File: src/rtl/cdt_pkg.sv
package cdt_pkg;

  typedef enum logic [1:0] {
    SEL_ENTRY = 2'd0,
    SEL_DIV   = 2'd1,
    SEL_INIT  = 2'd2,
    SEL_CUR   = 2'd3
  } reg_sel_e;

  localparam int ENTRY_MASK_BIT = 16;
  localparam int ENTRY_REP_BIT  = 17;

  // ratio = 2**shift; bits {3,1,0} plus one, wrapping, give the shift
  function automatic logic [2:0] div_shift(input logic [3:0] code);
    logic [2:0] s;
    s = {code[3], code[1:0]};
    return s + 3'd1;
  endfunction

endpackage

File: src/rtl/cdt_regs.sv
module cdt_regs #(
  parameter int DATA_W = 32,
  parameter int VEC_W  = 8
) (
  input  logic              clk,
  input  logic              rst,
  input  logic              wr_en,
  input  logic [1:0]        wr_sel,
  input  logic [DATA_W-1:0] wr_data,
  output logic [VEC_W-1:0]  vec_q,
  output logic              mask_q,
  output logic              rep_q,
  output logic [3:0]        div_code_q,
  output logic              div_wr,
  output logic              arm
);
  import cdt_pkg::*;

  logic unused_bits;
  assign unused_bits = ^wr_data;

  assign div_wr = wr_en && (reg_sel_e'(wr_sel) == SEL_DIV);
  assign arm    = wr_en && (reg_sel_e'(wr_sel) == SEL_INIT);

  always_ff @(posedge clk) begin
    if (rst) begin
      vec_q      <= '0;
      mask_q     <= 1'b1;
      rep_q      <= 1'b0;
      div_code_q <= 4'h0;
    end else begin
      if (wr_en && reg_sel_e'(wr_sel) == SEL_ENTRY) begin
        vec_q  <= wr_data[VEC_W-1:0];
        mask_q <= wr_data[ENTRY_MASK_BIT];
        rep_q  <= wr_data[ENTRY_REP_BIT];
      end
      if (div_wr) div_code_q <= wr_data[3:0];
    end
  end

  // first cycle after reset shows the masked default
  p_reset_mask_r1: assert property (@(posedge clk) $fell(rst) |-> mask_q);

endmodule

File: src/rtl/cdt_prescaler.sv
module cdt_prescaler #(
  parameter int SHIFT_W = 3
) (
  input  logic               clk,
  input  logic               rst,
  input  logic [SHIFT_W-1:0] shift,
  input  logic               restart,
  output logic               tick
);
  localparam int PRE_W = (1 << SHIFT_W) - 1;

  logic [PRE_W-1:0] cnt;
  logic [PRE_W-1:0] lim;

  always_comb begin
    lim  = PRE_W'((32'd1 << shift) - 32'd1);
    tick = (cnt == lim);
  end

  always_ff @(posedge clk) begin
    if (rst || restart) cnt <= '0;
    else if (tick)      cnt <= '0;
    else                cnt <= cnt + 1'b1;
  end

  // a restart puts the prescaler back to phase zero
  p_restart_phase_r9: assert property (@(posedge clk) disable iff (rst)
    restart |=> cnt == '0);

  // the phase never passes the limit of a steady ratio
  p_phase_bound_r2: assert property (@(posedge clk) disable iff (rst)
    (!restart && $stable(shift) && cnt <= lim) |=> cnt <= lim);

endmodule

File: src/rtl/cdt_counter.sv
module cdt_counter #(
  parameter int CNT_W = 32,
  parameter int VEC_W = 8
) (
  input  logic             clk,
  input  logic             rst,
  input  logic             arm,
  input  logic [CNT_W-1:0] arm_val,
  input  logic             tick,
  input  logic             rep,
  input  logic             mask,
  input  logic [VEC_W-1:0] vec,
  output logic [CNT_W-1:0] cur,
  output logic             reload_pend,
  output logic             irq_q,
  output logic [VEC_W-1:0] irq_vec_q
);
  logic [CNT_W-1:0] init_q;
  logic             running;
  logic             hit;

  assign hit = running && !reload_pend && tick && (cur == CNT_W'(1));

  always_ff @(posedge clk) begin
    if (rst) begin
      init_q      <= '0;
      cur         <= '0;
      running     <= 1'b0;
      reload_pend <= 1'b0;
      irq_q       <= 1'b0;
      irq_vec_q   <= '0;
    end else begin
      irq_q <= 1'b0;
      if (arm) begin
        init_q      <= arm_val;
        cur         <= arm_val;
        running     <= (arm_val != '0);
        reload_pend <= 1'b0;
      end else if (reload_pend) begin
        cur         <= init_q;
        reload_pend <= 1'b0;
      end else if (running && tick) begin
        cur <= cur - 1'b1;
        if (hit) begin
          running     <= rep;
          reload_pend <= rep;
          irq_q       <= !mask;
          irq_vec_q   <= vec;
        end
      end
    end
  end

  // an idle counter keeps its value
  p_hold_idle_r5: assert property (@(posedge clk) disable iff (rst)
    (!running && !arm && !reload_pend) |=> $stable(cur));

  // one step down per prescaler tick
  p_step_one_r3: assert property (@(posedge clk) disable iff (rst)
    (running && tick && !arm && !reload_pend && cur != '0) |=> cur == $past(cur) - 1'b1);

  // refill lands on the edge after zero
  p_refill_r6: assert property (@(posedge clk) disable iff (rst)
    (reload_pend && !arm) |=> cur == init_q);

  // request is a single cycle
  p_single_pulse_r4: assert property (@(posedge clk) disable iff (rst)
    irq_q |=> !irq_q);

  // a masked entry never yields a request
  p_masked_quiet_r7: assert property (@(posedge clk) disable iff (rst)
    irq_q |-> !$past(mask));

  // arming with zero leaves the counter idle
  p_zero_stop_r8: assert property (@(posedge clk) disable iff (rst)
    (arm && arm_val == '0) |=> (cur == '0 && !running));

endmodule

File: src/rtl/irq_countdown_timer.sv
module irq_countdown_timer #(
  parameter int DATA_W  = 32,
  parameter int CNT_W   = 32,
  parameter int VEC_W   = 8,
  parameter int SHIFT_W = 3
) (
  input  logic              clk,
  input  logic              rst,
  input  logic              wr_en,
  input  logic [1:0]        wr_sel,
  input  logic [DATA_W-1:0] wr_data,
  input  logic [1:0]        rd_sel,
  output logic [DATA_W-1:0] rd_data,
  output logic              irq_pulse,
  output logic [VEC_W-1:0]  irq_vector
);
  import cdt_pkg::*;

  logic [VEC_W-1:0]   vec_q;
  logic               mask_q;
  logic               rep_q;
  logic [3:0]         div_code_q;
  logic               div_wr;
  logic               arm;
  logic               tick;
  logic [CNT_W-1:0]   cur;
  logic               reload_pend;
  logic [SHIFT_W-1:0] shift;
  logic [DATA_W-1:0]  entry_word;

  assign shift = SHIFT_W'(div_shift(div_code_q));

  cdt_regs #(.DATA_W(DATA_W), .VEC_W(VEC_W)) u_regs (
    .clk(clk), .rst(rst), .wr_en(wr_en), .wr_sel(wr_sel), .wr_data(wr_data),
    .vec_q(vec_q), .mask_q(mask_q), .rep_q(rep_q), .div_code_q(div_code_q),
    .div_wr(div_wr), .arm(arm)
  );

  cdt_prescaler #(.SHIFT_W(SHIFT_W)) u_pre (
    .clk(clk), .rst(rst), .shift(shift),
    .restart(div_wr || arm || reload_pend), .tick(tick)
  );

  cdt_counter #(.CNT_W(CNT_W), .VEC_W(VEC_W)) u_cnt (
    .clk(clk), .rst(rst), .arm(arm), .arm_val(wr_data[CNT_W-1:0]),
    .tick(tick), .rep(rep_q), .mask(mask_q), .vec(vec_q),
    .cur(cur), .reload_pend(reload_pend),
    .irq_q(irq_pulse), .irq_vec_q(irq_vector)
  );

  always_comb begin
    entry_word                 = '0;
    entry_word[VEC_W-1:0]      = vec_q;
    entry_word[ENTRY_MASK_BIT] = mask_q;
    entry_word[ENTRY_REP_BIT]  = rep_q;
  end

  always_ff @(posedge clk) begin
    if (rst) rd_data <= '0;
    else begin
      case (reg_sel_e'(rd_sel))
        SEL_ENTRY: rd_data <= entry_word;
        SEL_DIV:   rd_data <= DATA_W'(div_code_q);
        SEL_INIT:  rd_data <= '0;
        default:   rd_data <= DATA_W'(cur);
      endcase
    end
  end

  // the start value is never visible on the read port
  p_init_reads_zero_r10: assert property (@(posedge clk) disable iff (rst)
    (reg_sel_e'(rd_sel) == SEL_INIT) |=> rd_data == '0);

endmodule

File: config.mk
export PLATFORM = sky130hd
export DESIGN_NAME = irq_countdown_timer
export DESIGN_NICKNAME = d
export VERILOG_FILES = /design/src/rtl/cdt_pkg.sv /design/src/rtl/cdt_regs.sv /design/src/rtl/cdt_prescaler.sv /design/src/rtl/cdt_counter.sv /design/src/rtl/irq_countdown_timer.sv
export SDC_FILE = /design/constraint.sdc
export NUM_CORES = 1
export LEC_CHECK = 0
export BUFFER_PORTS_ARGS = -buffer_cell sky130_fd_sc_hd__buf_2
export CAP_MARGIN = 20
export CORE_MARGIN = 1
export CORE_UTILIZATION = 62
export DETAILED_ROUTE_END_ITERATION = 8
export PLACE_DENSITY = 0.85
export SLEW_MARGIN = 25
export SYNTH_ARGS = -nofsm -noshare
export SYNTH_HDL_FRONTEND = slang
export SYNTH_HIERARCHICAL = 1
export SYNTH_SLANG_ARGS = --single-unit
export TNS_END_PERCENT = 50
File: constraint.sdc
create_clock -name clk -period 4.5 [get_ports clk]
set_input_delay 0.225 -clock clk [delete_from_list [all_inputs] [get_ports clk]]
set_output_delay 0.225 -clock clk [all_outputs]
set_load 0.01 [all_outputs]
==> flow_summary.ini, run 1 <==
[floorplan]
die_w_um = 100.8
coreArea_mm2 = 0.009328
io_pins = 80
dieHeight_um = 100.8
dieArea_mm2 = 0.01015
initial_utilization_pct = 64.84
rows = 35

[finish]
n_antenna_cell = 0
area_growth_pct = 19.32
fin_util_pct = 77.37
fin_cells = 886
drive_gt1_share_pct = 18.10
fillers = 622
nNetsFinal = 787
finalInstanceArea_mm2 = 0.007217

[critical_path]
crit_fanout = 23
r2r_cells = 10
timing_worst_setup_path_type = flop to flop
cp-start-kind = flop
rrSetupSlack_ps = 800
r2r_end = u_cnt/cur[30]
rr_startpoint = u_regs/div_code_q[0]
cp-end-kind = flop
cp_data_arrival_time_ps = 4060
required_ps = 4870

[synthesis]
synth_xor_area_share_pct = 1.593
muxShareOfSynthArea_pct = 10.12
synth_edf_count = 0
synth_top_family_by_area = simple AND/OR/NAND/NOR gates
yosys-top-cells-count = dfxtp_1 (128), nor2_1 (66), mux2i_1 (60), a21oi_1 (34), nand2_1 (31)
syn-cell-area_mm2 = 0.006048
post_synth_num_cell_types = 69
yosys.area_share.simple_pct = 23.89
synth_compound_area_share_pct = 16.86
avgSynthCellArea_um2 = 9.054
async_flop_share_pct = 0
seq_area_frac_synth_pct = 42.37
synthTopCellsByArea = dfxtp_1 (42%), mux2i_1 (9.9%), nor2_1 (4.1%)
synth_most_common_cell = dfxtp_1
yosys.area.top_type = dfxtp_1
ys_ff_latch = 128
ys.flop_type = dfxtp_1
ys_warn_count = 6
netlist_instances = 668
synth_fp_nets = 711
synth_top_area_share_pct = 42.37
synthAdderAreaFrac_pct = 0.8275

[cts]
clockBufferDepth = 2
cts_made_buffers = 17
ctsRootBufferMaster = clkbuf_8
insertion_delay_ps = 520
ctsHtreeMaxLevel = 4
cts.sinks = 128
clk_pin_slew_worst_paths_ps = 60
cts_resized = 0
tritoncts = yes

[timing]
finalMaxSlewViolations = 0
max_freq_mhz = 270.6
clock_skew_ps = 9.237
slew-limit-headroom_pct = 37.76
rsz0062_at_grt = no
hold_viol = 0
timing.setup.tns_ps = 0
setup_violations = 0
fin_crit_ps = 3695
worstMarginPinSlew_ps = 931.3
fin_crit_sh_pct = 82.11

[global_route]
grt_pass1_wl_um = 26420
grt_start_max_net_pins = 79
first_global_vias = 5285
grt_antenna_before_repair = 0
grt_use_total_pct = 34.05
grt_remaining_overflow = 0

[drt]
post_drt_wl_per_cell_um = 18.72
num_vias = 5651
vias_per_cell = 6.378
first_pass_iters = 7
drt_iter0_drc = 700
drc_errors = 0
drt_wl_total_um = 16580
ant_nets = 0

[place]
dp.cells = 837
place_hpwl_um = 10910
io_buffers = 79
gp_congestion = 0.8739
dpl_cell_area_mm2 = 0.006452

[job]
maxCapViolations = 0

[run_status]
status = finished clean

[hold_path]
hp-class = primary input to flop
min_path_cells = 3
worst_hold_path.endpoint = u_regs/rep_q
hp-start = wr_data[17]

[pwr]
ir_drop_mv = 0.2460
p_per_area_mw_per_mm2 = 414.9
p_leak_nw = 2.783
how the worst max path moves through the flow:
stage,start,end,slack (ps),cells past startpoint
3_3_place_gp,u_regs/div_code_q[0],u_cnt/cur[22],1110,10
2_1_floorplan,u_regs/div_code_q[0],u_cnt/cur[22],1660,12
5_1_grt,u_regs/div_code_q[0],u_cnt/cur[30],430,10
6_report,u_regs/div_code_q[0],u_cnt/cur[30],800,10
4_1_cts,u_regs/div_code_q[0],u_cnt/cur[30],870,10
3_5_place_dp,u_regs/div_code_q[0],u_cnt/cur[30],890,10
sequential cells by signal (all words and copies together), names as in the netlist:
| register | flops |
|---|---|
| u_regs/div_code_q | 4 |
| rd_data | 32 |
| u_cnt/irq_q | 1 |
| u_cnt/irq_vec_q | 8 |
| u_cnt/cur | 32 |
| u_regs/rep_q | 1 |
| u_cnt/running | 1 |
| u_regs/mask_q | 1 |
| u_cnt/reload_pend | 1 |
| u_regs/vec_q | 8 |
| u_cnt/init_q | 32 |
| u_pre/cnt | 7 |
layer usage:
metal  GRT usage [%]  up-vias  part of all wire (%)
met5               0        -                     0
met4           14.05        0                   2.7
met3           7.836       48                   9.7
met2           53.32      318                    46
met1           45.34     2672                    42
li1                -     2613                     -
cell families after synthesis:
kind of cell | Yosys count
buf+inv | 62
xor+xnor | 11
fa+ha+maj | 4
simple gates | 260
flops | 128
compound gates | 142
mux | 61
layout make-up:
type,count,area (µm²),area share (%)
Clock buffer,19,441.7,6.120
Clock inverter,13,152.6,2.115
Inverter,18,67.56,0.9362
Multi-Input combinational cell,478,3226,44.69
Sequential cell,128,2562,35.51
Tap cell,129,161.4,2.236
Timing Repair Buffer,101,605.6,8.391
repair_timing:
item | 4_1_cts | 5_1_grt
hold buffers | 17 | 0
hold endpoints to repair | 17 | 0
buffers inserted | 0 | 0
cell usage in the layout, fill, tap and decap left out, types with 4 or more instances in the layout:
cell type / netlist / final
nand2b_1: 25 / 25
clkbuf_16: 0 / 16
a2111oi_0: 8 / 8
a21oi_1: 34 / 34
dlygate4sd3_1: 0 / 17
a221o_1: 4 / 4
a21boi_0: 4 / 4
nor2_1: 66 / 66
clkinv_4: 0 / 4
a22oi_1: 19 / 19
nand4_1: 8 / 8
nor4_1: 19 / 19
inv_1: 16 / 16
or4_1: 6 / 6
buf_4: 2 / 6
or3b_1: 6 / 6
ha_1: 4 / 4
nor3_1: 16 / 16
o31ai_1: 4 / 4
a211oi_1: 16 / 16
a22o_1: 4 / 4
inv_6: 0 / 4
a31oi_1: 4 / 4
xnor2_1: 8 / 8
nand2_1: 31 / 31
dfxtp_1: 128 / 128
and2_1: 24 / 24
or3_1: 9 / 9
o21ai_0: 15 / 15
nand3_1: 21 / 21
o41ai_1: 4 / 4
mux2i_1: 60 / 60
buf_2: 6 / 78
worst max-delay path, stage by stage (launching register included):
cell       delay [ps]
dfxtp_1           390
ha_1              180
xor2_1            420
nor2_2            120
mux2i_1           140
o21ai_1           420
and2_1            270
nand2_1           300
nand2_1           810
nor2_1             70
a2111oi_0         440
through the flow:
step,total power [mW],hold WS [ps],setup slack (ps)
4_1_cts,2.988,1.321,873.9
3_3_place_gp,1.601,442.5,1114
5_1_grt,3.088,16.69,428.7
6_report,2.994,11.94,804.9
2_1_floorplan,1.506,301.8,1661
3_5_place_dp,1.618,452.9,892.0
report_power, final:
part           switching, mW  internal (mW)  total, mW
Combinational          0.253          0.159      0.411
Clock                  0.537          0.828       1.37
Sequential            0.0454           1.17       1.22
Note: power is estimated with default switching activity, not from simulation.
==> run 2, diff against run 1 <==
--- a/config.mk
+++ b/config.mk
@@ -8,9 +8,9 @@
 export BUFFER_PORTS_ARGS = -buffer_cell sky130_fd_sc_hd__buf_2
 export CAP_MARGIN = 20
 export CORE_MARGIN = 1
-export CORE_UTILIZATION = 62
+export CORE_UTILIZATION = 52
 export DETAILED_ROUTE_END_ITERATION = 8
-export PLACE_DENSITY = 0.85
+export PLACE_DENSITY = 0.76
 export SLEW_MARGIN = 25
 export SYNTH_ARGS = -nofsm -noshare
 export SYNTH_HDL_FRONTEND = slang
==> constraint.sdc (replaced) <==
create_clock -name clk -period 3.15 [get_ports clk]
set_input_delay 0.1575 -clock clk [delete_from_list [all_inputs] [get_ports clk]]
set_output_delay 0.1575 -clock clk [all_outputs]
set_load 0.01 [all_outputs]
==> run 2 against run 1 <==
Against the previous run: critical path depth grew 2; register-to-register slack got worse by 830 ps; sequential share of layout area shrank 0.58 points; clock power increased by 64%; wire length shrank 1.3%; clock-buffer cell count rose by 2; the run now ends with setup timing left; largest cell class unchanged; via count shrank 2.1%; worst setup slack worse by 830 ps; power grew 53%; global-route usage fell by 6.1 points.
==> flow_summary.ini, run 2 (synthesis gave the netlist of run 1 again) <==
[timing]
slew-limit-headroom_pct = 44.02
rsz0062_at_grt = yes
final.setup.worst_slack_ps = -24.54
max_freq_mhz = 315.0
clock_skew_ps = 5.379
worstMarginPinSlew_ps = 836.0
timing.setup.tns_ps = -60.92
setup_violations = 3
finalMaxSlewViolations = 0
hold_viol = 0
fin_crit_ps = 3175
fin_crit_sh_pct = 100.8

[finish]
fin_cells = 898
finalInstanceArea_mm2 = 0.007352
nNetsFinal = 785
drive_gt1_share_pct = 20.66
final_common_cell = dfxtp_1
n_antenna_cell = 0
area_growth_pct = 21.56
fin_util_pct = 64.66
fillers = 936
layout_common_cells = dfxtp_1 (126), buf_2 (78), nor2_1 (66)
top_regs = rd_data: 32 flops, u_cnt/cur: 32 flops, u_cnt/init_q: 32 flops

[global_route]
grt_start_max_net_pins = 71
grt-busiest-layer = met2
grt_use_total_pct = 27.97
use_met1_pct = 39.00
first_global_vias = 4951
grtUsageMet3_pct = 7.647
grt_antenna_before_repair = 0
use_met2_pct = 41.70
grt_pass1_wl_um = 25530
grt_remaining_overflow = 0

[pwr]
power_mw = 4.575
p_leak_nw = 2.848
p_per_area_mw_per_mm2 = 622.3
ir_drop_mv = 0.3974

[critical_path]
cp-start-kind = flop
crit_fanout = 6
required_ps = 3430
cp_data_arrival_time_ps = 3450
timing_worst_setup_path_type = flop to flop
cp-end-kind = flop

[floorplan]
rows = 39
initial_utilization_pct = 53.20
coreArea_mm2 = 0.01137
dieHeight_um = 109.9
io_pins = 80
die_w_um = 109.9
dieArea_mm2 = 0.01207

[drt]
vias_per_cell = 6.160
post_drt_wl_per_cell_um = 18.22
num_vias = 5532
drc_errors = 0
first_pass_iters = 5
drt_wl_total_um = 16360
ant_nets = 0
drt_iter0_drc = 559

[run_status]
violations = setup timing
status = finished, violations left

[cts]
ctsHtreeMaxLevel = 4
clockBufferDepth = 2
insertion_delay_ps = 420
cts.sinks = 128
ctsRootBufferMaster = clkbuf_16
cts_made_buffers = 17
tritoncts = yes
clk_pin_slew_worst_paths_ps = 60

[place]
dpl_cell_area_mm2 = 0.006533
place_hpwl_um = 11160
dp.cells = 856
gp_congestion = 0.8957
io_buffers = 79

[job]
maxCapViolations = 0

[hold_path]
hp-class = primary input to flop
[run 2: changes by cell type in the layout (fill, tap and decap cells not counted), moves of 4 or more]
cell           change
buf_4             +10
dlygate4sd3_1     -15
bufinv_16          +4
inv_6              -4
clkinv_4           -4
clkinv_2           +4
[run 2: metrics by stage]
stage                     setup WS [ps]  hold slack (ps)
after floorplan                   311.4            234.3
after global placement            187.6            420.3
after detailed placement          60.53            430.8
after CTS                         17.27            2.592
after global routing             -130.1            13.06
final                            -24.54            7.114
[run 2: worst paths after layout]
path                   startpoint                 end  slack, ps  cells after the start
max          u_regs/div_code_q[0]  u_cnt/irq_vec_q[7]        -20                     12
min                   wr_data[26]    u_cnt/init_q[26]          7                      3
max reg2reg  u_regs/div_code_q[0]  u_cnt/irq_vec_q[7]        -20                     12
min reg2reg       u_cnt/init_q[7]     u_cnt/init_q[7]        460                      2
[run 2: power breakdown]
group / total (mW) / switching, mW / internal (mW)
sequential: 1.74 / 0.0646 / 1.68
clock: 2.24 / 0.695 / 1.54
combinational: 0.599 / 0.365 / 0.235
[run 2: final cells by class]
| class | instances | area [µm²] | share of cell area, % |
|---|---|---|---|
| multi-input combinational | 478 | 3278 | 44.59 |
| sequential | 128 | 2567 | 34.92 |
| timing repair buffer | 99 | 581.8 | 7.914 |
| clock buffer | 21 | 470.5 | 6.399 |
| clock inverter | 11 | 207.7 | 2.825 |
| tap | 143 | 178.9 | 2.434 |
| inverter | 18 | 67.56 | 0.9190 |
[run 2: routing by layer]
metal | part of all wire (%) | up-vias
met5 | 0 | -
met4 | 1.6 | 0
met3 | 8.3 | 36
met2 | 46 | 269
met1 | 44 | 2623
li1 | - | 2604
[run 2: critical path, cell delays in order, from the launching register on]
cell and delay, ps:
dfxtp_4 360, ha_4 170, xor2_4 180, or3_1 310
a221o_1 310, a2bb2oi_4 220, and2_4 180, and3b_2 180
nand4_1 210, nor4_4 420, buf_4 240, mux2i_1 190
nor2_1 50
[run 2: repair_timing]
item	4_1_cts	5_1_grt
endpoints found under the setup margin	0	43
hold buffers	2	0
gates resized for setup	0	16
endpoints found under the hold margin	2	0
setup buffers	0	7
==> run 3, diff against run 2 <==
--- a/config.mk
+++ b/config.mk
@@ -8,9 +8,10 @@
 export BUFFER_PORTS_ARGS = -buffer_cell sky130_fd_sc_hd__buf_2
 export CAP_MARGIN = 20
 export CORE_MARGIN = 1
-export CORE_UTILIZATION = 52
+export CORE_UTILIZATION = 54
+export CTS_BUF_LIST = sky130_fd_sc_hd__clkbuf_8
 export DETAILED_ROUTE_END_ITERATION = 8
-export PLACE_DENSITY = 0.76
+export PLACE_DENSITY = 0.78
 export SLEW_MARGIN = 25
 export SYNTH_ARGS = -nofsm -noshare
 export SYNTH_HDL_FRONTEND = slang
==> run 3 against run 2 <==
Against the previous run: the run ends with DRC left; clock-buffer cell count stayed put; core utilization is 0.93 points higher; via count is 0.49% higher; sequential power hardly changed; critical path depth stayed put; combinational power is 1% lower; global-route usage is 1.5 points higher; sequential share of layout area is 1.0 points higher; worst setup slack better by 150 ps; highest routed layer unchanged.
==> flow_summary.ini, run 3 (synthesis gave the netlist of run 1 again) <==
[run_status]
status = finished, violations left
violations = DRC

[drt]
wl_met2_um = 7367
vias_per_cell = 6.129
post_drt_wl_per_cell_um = 17.86
drc_errors = 1
drt_wl_total_um = 16200
wl_met3_um = 1555
highest_layer = met4
ant_nets = 0
first_pass_iters = 9
num_vias = 5559
drt_iter0_drc = 585
wirelength_met1_um = 7018

[timing]
fin_hold_ws_ps = 9.780
slew-limit-headroom_pct = 46.22
final.setup.worst_slack_ps = 123.7
fin_crit_sh_pct = 96.07
fin_crit_ps = 3026
clock_skew_ps = 9.785
max_freq_mhz = 330.4
finalMaxSlewViolations = 0
timing.setup.tns_ps = 0
hold_viol = 0
worstMarginPinSlew_ps = 806.7
setup_violations = 0

[floorplan]
io_pins = 80
rows = 38
dieHeight_um = 107.8
die_w_um = 107.8
initial_utilization_pct = 55.55
coreArea_mm2 = 0.01089
dieArea_mm2 = 0.01163

[pwr]
power_frac_comb_pct = 16.1
power_frac_seq_pct = 47.3
power_switching_mw = 1.062
p_per_area_mw_per_mm2 = 514.1
p_leak_nw = 2.761
clock_power_share_pct = 36.5
power.internal_mw = 2.609
switching_share_pct = 28.92
ir_drop_mv = 0.2839

[hold_path]
worst_hold_path.endpoint = u_regs/vec_q[6]
hp-start = wr_data[6]
hp-class = primary input to flop
min_path_cells = 3

[finish]
top_regs = rd_data: 32 flops, u_cnt/cur: 32 flops, u_cnt/init_q: 32 flops
nNetsFinal = 797
final_common_cell = dfxtp_1
fin_util_pct = 65.59
area_growth_pct = 18.08
fillers = 906
n_antenna_cell = 0
layout_common_cells = dfxtp_1 (126), buf_2 (78), nor2_1 (66)
drive_gt1_share_pct = 20.21

[critical_path]
crit_buf_inv = 1
critical-path-max-stage-delay_ps = 370
worst_path_max_delay_cell = or3_1
cp_data_arrival_time_ps = 3330
r2r_cells = 12
rr_startpoint = u_regs/div_code_q[0]
crit_fanout = 5
cp_top_family = simple AND/OR/NAND/NOR gates
r2r_end = u_cnt/irq_vec_q[0]
cp-end-kind = flop
timing_worst_setup_path_type = flop to flop
cp_cell_sequence = ha_4, xor2_4, or3_1, a221o_1, a2bb2oi_4, and2_4, and3b_1, nand4_1, nor4_4, buf_6, mux2i_1, nor2_1
rrSetupSlack_ps = 120
required_ps = 3450
cp-start-kind = flop

[cts]
cts_made_buffers = 17
insertion_delay_ps = 440
ctsHtreeMaxLevel = 4
clk_pin_slew_worst_paths_ps = 70
clockBufferDepth = 2
ctsRootBufferMaster = clkbuf_8
tritoncts = yes
cts.sinks = 128

[place]
place_hpwl_um = 11220
io_buffers = 79
gp_congestion = 0.9079
pre_cts_ws_ps = 37.35

[global_route]
grt_start_max_net_pins = 85
grt_pass1_wl_um = 26020
first_global_vias = 5102
grt_use_total_pct = 29.45
grt_antenna_before_repair = 0
grt_remaining_overflow = 0

[job]
maxCapViolations = 0
run 3: per-stage QoR:
step | std cells | power, mW | instance area, µm²
final | 907 | 3.671 | 7142
after global routing | 907 | 3.835 | 7142
after CTS | 905 | 3.664 | 7101
after detailed placement | 857 | 2.318 | 6546
after global placement | 857 | 2.303 | 6546
after floorplan | 668 | 2.151 | 6048
run 3: worst max-delay path by stage:
stage                         start                  to  cells after the start
6_report       u_regs/div_code_q[0]  u_cnt/irq_vec_q[0]                     12
5_1_grt        u_regs/div_code_q[0]  u_cnt/irq_vec_q[7]                     12
4_1_cts        u_regs/div_code_q[0]  u_cnt/irq_vec_q[0]                     12
3_5_place_dp   u_regs/div_code_q[0]  u_cnt/irq_vec_q[0]                     12
3_3_place_gp   u_regs/div_code_q[0]       u_cnt/cur[25]                     10
2_1_floorplan  u_regs/div_code_q[0]       u_cnt/cur[22]                     12
run 3: what timing repair did:
| action | CTS | global route |
|---|---|---|
| cloned | 1 | 0 |
| endpoints found under the hold margin | 13 | 0 |
| setup buffers | 3 | 2 |
| resized for setup | 7 | 5 |
| pin swaps | 2 | 3 |
| setup endpoints to repair | 1 | 11 |
| hold buffers | 12 | 0 |
run 3: final cells by class:
class / count / area, µm² / share of cell area [%]
inverter: 18 / 67.56 / 0.9460
clock inverter: 11 / 90.09 / 1.261
multi-input combinational: 478 / 3268 / 45.76
timing repair buffer: 111 / 684.4 / 9.583
tap: 140 / 175.2 / 2.453
sequential: 128 / 2567 / 35.95
clock buffer: 21 / 289.0 / 4.047
run 3: power groups by stage:
| stage | clock network (mW) | registers, mW | logic (mW) |
|---|---|---|---|
| 2_1_floorplan | 0 | 1.75 | 0.398 |
| 3_3_place_gp | 0 | 1.77 | 0.535 |
| 3_5_place_dp | 0 | 1.77 | 0.546 |
| 4_1_cts | 1.36 | 1.73 | 0.570 |
| 5_1_grt | 1.45 | 1.74 | 0.644 |
| 6_report | 1.34 | 1.74 | 0.592 |
run 3: layer usage:
metal  up-vias  global-route usage, %
li1       2625                      -
met1      2628                  40.50
met2       274                  44.32
met3        32                  7.688
met4         0                  10.47
met5         -                      0
run 3: tightest hold or removal path, delay by kind of cell:
family	cells	cell delay, ps
buffers and inverters	1	120
AND/OR/NAND/NOR	1	70
multiplexers	1	60
